$ cat config.mk
export PLATFORM = sky130hd
export DESIGN_NAME = hdrq_top
export DESIGN_NICKNAME = d
export VERILOG_FILES = /design/src/rtl/hdrq_pkg.sv /design/src/rtl/hdrq_store.sv /design/src/rtl/hdrq_ctrl.sv /design/src/rtl/hdrq_top.sv
export SDC_FILE = /design/constraint.sdc
export NUM_CORES = 1
export LEC_CHECK = 0
export ABC_AREA = 1
export CAP_MARGIN = 30
export CORE_MARGIN = 1.5
export CORE_UTILIZATION = 51
export CTS_CLUSTER_SIZE = 10
export DETAILED_ROUTE_END_ITERATION = 8
export GPL_TIMING_DRIVEN = 0
export PLACE_DENSITY = 0.72
export RECOVER_POWER = 50
export SLEW_MARGIN = 25
export SYNTH_ARGS = -nofsm -noshare
export SYNTH_HDL_FRONTEND = slang
export SYNTH_SLANG_ARGS = --single-unit
$ cat constraint.sdc
create_clock -name clk -period 6.49 [get_ports clk]
set_input_delay 0.649 -clock clk [delete_from_list [all_inputs] [get_ports clk]]
set_output_delay 0.649 -clock clk [all_outputs]
set_load 0.01 [all_outputs]
$ cat src/rtl/hdrq_pkg.sv
package hdrq_pkg;

    // One-hot control states held in a 3-bit register
    typedef enum logic [2:0] {
        ST_WAIT_HDR = 3'b001,
        ST_LOAD_LEN = 3'b010,
        ST_SERVE    = 3'b100
    } hdrq_state_t;

    // True when an element is available to the consumer
    function automatic logic item_ready(input hdrq_state_t st,
                                        input logic        left_nz,
                                        input logic        behind_wr);
        return (st == ST_SERVE) && left_nz && behind_wr;
    endfunction

endpackage

$ cat src/rtl/hdrq_store.sv
module hdrq_store #(
    parameter int DATA_W = 8,
    parameter int DEPTH  = 32,
    localparam int AW    = $clog2(DEPTH),
    localparam int CW    = $clog2(DEPTH + 1)
) (
    input  logic              clk,
    input  logic              rst,
    input  logic              wr_en,
    input  logic [DATA_W-1:0] wr_data,
    input  logic [AW-1:0]     rd_idx,
    output logic [DATA_W-1:0] rd_word,
    output logic [DATA_W-1:0] hdr_word,
    output logic [CW-1:0]     wcnt
);

    logic [DATA_W-1:0] mem [DEPTH];
    logic              full;

    assign full = (wcnt == CW'(DEPTH));

    always_ff @(posedge clk) begin
        if (rst) begin
            wcnt <= '0;
        end else if (wr_en && !full) begin
            wcnt <= wcnt + 1'b1;
        end
    end

    always_ff @(posedge clk) begin
        if (!rst && wr_en && !full) begin
            mem[wcnt[AW-1:0]] <= wr_data;
        end
    end

    assign rd_word  = mem[rd_idx];
    assign hdr_word = mem[0];

    // a write into a full store leaves the fill count unchanged
    p_no_overflow_r7: assert property (@(posedge clk) disable iff (rst)
        (wr_en && wcnt == CW'(DEPTH)) |=> $stable(wcnt));

    // fill count never exceeds the storage depth
    p_fill_bound_r7: assert property (@(posedge clk) disable iff (rst)
        wcnt <= CW'(DEPTH));

    // the first cycle after reset starts with nothing stored
    p_reset_clear_r1: assert property (@(posedge clk) disable iff (rst)
        $past(rst) |-> (wcnt == '0));

endmodule

$ cat src/rtl/hdrq_ctrl.sv
module hdrq_ctrl
    import hdrq_pkg::*;
#(
    parameter int DATA_W = 8,
    parameter int DEPTH  = 32,
    localparam int CW    = $clog2(DEPTH + 1)
) (
    input  logic              clk,
    input  logic              rst,
    input  logic              pop,
    input  logic [CW-1:0]     wcnt,
    input  logic [DATA_W-1:0] hdr,
    output logic [CW-1:0]     rptr,
    output logic              empty
);

    hdrq_state_t       state;
    logic [DATA_W-1:0] remaining;
    logic              take;

    assign empty = !item_ready(state, remaining != '0, rptr < wcnt);
    assign take  = pop && !empty;

    always_ff @(posedge clk) begin
        if (rst) begin
            state     <= ST_WAIT_HDR;
            remaining <= '0;
            rptr      <= '0;
        end else begin
            unique case (state)
                ST_WAIT_HDR: begin
                    if (wcnt != '0) state <= ST_LOAD_LEN;
                end
                ST_LOAD_LEN: begin
                    remaining <= hdr;
                    rptr      <= CW'(1);
                    state     <= ST_SERVE;
                end
                ST_SERVE: begin
                    if (take) begin
                        remaining <= remaining - 1'b1;
                        rptr      <= rptr + 1'b1;
                    end
                end
                default: state <= ST_WAIT_HDR;
            endcase
        end
    end

    // the state register always holds exactly one state
    p_state_onehot_r1: assert property (@(posedge clk) disable iff (rst)
        $countones(state) == 1);

    // an accepted pop uses up exactly one counted element
    p_pop_dec_r3: assert property (@(posedge clk) disable iff (rst)
        (pop && !empty) |=> (remaining == $past(remaining) - 1'b1));

    // a pop while empty moves neither the pointer nor the count
    p_pop_ignored_r5: assert property (@(posedge clk) disable iff (rst)
        (state == ST_SERVE && pop && empty) |=> ($stable(rptr) && $stable(remaining)));

    // a zero header leads straight to empty
    p_zero_hdr_r6: assert property (@(posedge clk) disable iff (rst)
        (state == ST_LOAD_LEN && hdr == '0) |=> empty);

    // the read pointer never passes the write position
    p_rptr_bound_r8: assert property (@(posedge clk) disable iff (rst)
        rptr <= wcnt);

endmodule

$ cat src/rtl/hdrq_top.sv
module hdrq_top #(
    parameter int DATA_W = 8,
    parameter int DEPTH  = 32
) (
    input  logic              clk,
    input  logic              rst,
    input  logic              wr_en,
    input  logic [DATA_W-1:0] wr_data,
    input  logic              pop,
    output logic [DATA_W-1:0] rd_data,
    output logic              empty
);

    localparam int AW = $clog2(DEPTH);
    localparam int CW = $clog2(DEPTH + 1);

    logic [CW-1:0]     wcnt;
    logic [CW-1:0]     rptr;
    logic [DATA_W-1:0] rd_word;
    logic [DATA_W-1:0] hdr_word;

    hdrq_store #(.DATA_W(DATA_W), .DEPTH(DEPTH)) u_store (
        .clk      (clk),
        .rst      (rst),
        .wr_en    (wr_en),
        .wr_data  (wr_data),
        .rd_idx   (rptr[AW-1:0]),
        .rd_word  (rd_word),
        .hdr_word (hdr_word),
        .wcnt     (wcnt)
    );

    hdrq_ctrl #(.DATA_W(DATA_W), .DEPTH(DEPTH)) u_ctrl (
        .clk   (clk),
        .rst   (rst),
        .pop   (pop),
        .wcnt  (wcnt),
        .hdr   (hdr_word),
        .rptr  (rptr),
        .empty (empty)
    );

    assign rd_data = empty ? '0 : rd_word;

endmodule

==> summary.md <==
| Metric | Value |
|---|---|
| Hold crit path type | `input port to register` |
| Final HPWL DP | `approximately 20 mm` |
| FF+latch count, synth | `284` |
| Placed cell area | `12780 µm²` |
| Post-CTS Setup Inserts | `0` |
| Crit path required time | `just under 6 ns` |
| TritonRoute pass-1 iters | `5` |
| Post-synth EDFFs | `256` |
| Vias per cell | `approximately 5.6` |
| Area grow syn2layout | `12.24%` |
| Routed vias | `between 8000 and 9000` |
| Rows | `56` |
| Congestion Overflow GR | `0` |
| Vias in the first global route | `about 8200` |
| Commonest non-fill, non-tap cell in the layout | `nand2_1` |
| Most used DFF post-synth | `edfxtp_1` |
| Number of CTS-inserted buffers | `34` |
| Setup TNS Final | `0 ns` |
| Routed Antenna Nets | `0` |
| I/O pin count | `21` |
| Width of the die | `157.6 µm` |
| Drt first-iter violations | `851` |
| RSZ-0062 raised after global routing | `no` |
| Reg2Reg Setup Slack | `about 3.5 ns` |
| CTS tree | `done` |
| Clock root buffer | `clkbuf_16` |
| DR WL/cell | `19.49 µm` |
| Startpoint types | `register` |
| Final Critical Period | `3.813 ns` |
| Core box area | `about 23000 µm²` |
| Arrival time worst endpoint | `3.16 ns` |
| Final Non-Filler Cells | `around 1600` |
| Max-Cap Viols | `6` |
| Fin. max-slew vios | `195` |
| Mapped Cells | `1160` |
| VDD IR-drop max | `around 0.00023 V` |
| Endpoints failing setup | `0` |
| Largest net degree at the start of global routing | `33` |
| P_leak | `5.099 nW` |
| PD cells | `332.2 nW/µm²` |
| Synth cell types | `30` |
| Status | `finished with violations` |
| Syn Nets | `1184` |
| DRC violation count after routing | `0` |
| Critical path fanouts, max | `9` |
| GP Congestion | `0.9080` |
| Htree depth | `2` |
| Gr usage total | `25.09%` |
| Worst hold slack | `0.4468 ns` |
| Post-layout util | `58.28%` |
| I/O Buffers | `20` |
| Bufs on Longest Clock Path | `3` |
| Syn Area/Cell | `10.51 µm²` |
| Failing checks | `capacitance limit, slew limit` |
| Fin worst setup slack | `around 2.7 ns` |
| Final hold violation count | `0` |
| Max Clk Rate | `262.3 MHz` |
| Crit. End Element | `primary output` |
| Place WS | `around 3.2 ns` |
| # diodes | `0` |
| Slew headroom | `-22.31%` |
| Setup CP Type | `register to primary output` |
| Die height | `157.6 µm` |
| Post-placement cell count | `about 1500` |
| Post-CTS sizing | `0` |
| Most frequent cells in the layout | `nand2_1, edfxtp_1, nand3_1` |
| Cell area after layout | `13680 µm²` |
| Synth warn | `0` |
| Post-synth ARST share | `0%` |
| Setup Skew | `around 0.014 ns` |
| Share of cells above drive strength 1 | `between 7 and 8%` |
| Nets | `1242` |
| Starting density of the core | `51.93%` |
| Initial antenna violation count | `0` |
| Final worst-path cycle share | `58.75%` |
| Worst slew pin tran | `between 1.5 and 2 ns` |
| CTS Sinks | `284` |
| First-pass GRT wire length | `45.86 mm` |
| Final WL | `30.27 mm` |
| Worst-Skew Late Latency | `0.52 ns` |
| Filler Cells Inserted | `1900` |
| # hold bufs at CTS | `0` |
| CTS clk-pin slew, worst paths | `approximately 0.05 ns` |
| Die area | `24840 µm²` |
| PnR Total Power | `4.545 mW` |
| Register area share after synthesis | `67.67%` |
| Mapped Area | `around 12000 µm²` |
[final timing paths]
| path | startpoint | endpoint | depth (start not counted) |
|---|---|---|---|
| max | u_store.wcnt[3] | rd_data[6] | 10 |
| min | wr_data[0] | u_store.mem[26][0] | 1 |
| max reg2reg | u_store.wcnt[0] | u_store.mem[26][2] | 9 |
| min reg2reg | u_store.wcnt[5] | u_store.wcnt[5] | 2 |
[final cells by class]
cell class	count	area, µm²	area share (%)
tap	319	399.1	2.918
buffer	64	320.3	2.341
inverter	57	216.5	1.582
clock buffer	48	903.4	6.603
multi-input combinational	755	3372	24.65
timing repair buffer	22	157.7	1.152
clock inverter	4	63.81	0.4664
sequential	284	8248	60.29
[routing by layer]
layer / routed length, µm / GRT usage [%] / vias up / part of all wire (%)
met5: 0 / 0 / - / 0
li1: - / - / 4088 / -
met1: 12520 / 35.17 / 4129 / 41
met4: 787 / 8.850 / 0 / 2.6
met3: 2710 / 4.161 / 67 / 9.0
met2: 14250 / 39.90 / 421 / 47
[synth_stat cells (2+ instances only)]
| library cell | instances | share of area (%) |
|---|---|---|
| edfxtp_1 | 256 | 63 |
| nand2_1 | 337 | 10 |
| o21ai_0 | 17 | 0.70 |
| nor2_1 | 92 | 2.8 |
| buf_1 | 8 | 0.25 |
| dfxtp_1 | 28 | 4.6 |
| a21oi_1 | 28 | 1.1 |
| inv_1 | 53 | 1.6 |
| o21ai_1 | 3 | 0.12 |
| inv_2 | 3 | 0.092 |
| nor2_2 | 3 | 0.15 |
| nand3_1 | 240 | 9.9 |
| nand2_2 | 6 | 0.31 |
| nor2_4 | 2 | 0.18 |
| nand4_1 | 2 | 0.10 |
| o211ai_1 | 2 | 0.12 |
| clkbuf_1 | 17 | 0.52 |
| buf_2 | 28 | 1.1 |
| ha_1 | 12 | 1.2 |
| nor3_1 | 4 | 0.16 |
| buf_4 | 10 | 0.62 |
[cells by family after synthesis]
family | Yosys count | share of synthesized area [%]
compound gates | 51 | 2.145
xor+xnor | 1 | 0.07187
fa+ha+maj | 12 | 1.232
buf+inv | 121 | 4.404
flops | 284 | 67.67
simple gates | 691 | 24.48
[power by group]
group / internal [mW] / leakage, nW / switching [mW] / total [mW]
sequential: 2.03 / 2.53 / 0.0272 / 2.06
clock: 1.00 / 0.466 / 0.688 / 1.69
combinational: 0.232 / 2.10 / 0.563 / 0.795
total: 3.27 / 5.10 / 1.28 / 4.54
[registers in the layout (all words and copies together) (netlist names), named ones only]
signal / cells
u_ctrl.remaining: 8
u_ctrl.rptr: 6
u_ctrl.state: 3
u_store.mem: 256
u_store.wcnt: 6
[critical path, cell delays in order, from the launching register on]
cell	delay, ns
dfxtp_1	0.47
inv_1	0.21
ha_1	0.33
nand2_1	0.07
nand2_1	0.06
a21oi_1	0.18
and3_1	0.19
buf_2	0.23
nand2_1	0.09
nor2_1	0.21
clkdlybuf4s50_1	0.59
Power figures use the tool's default switching activity.
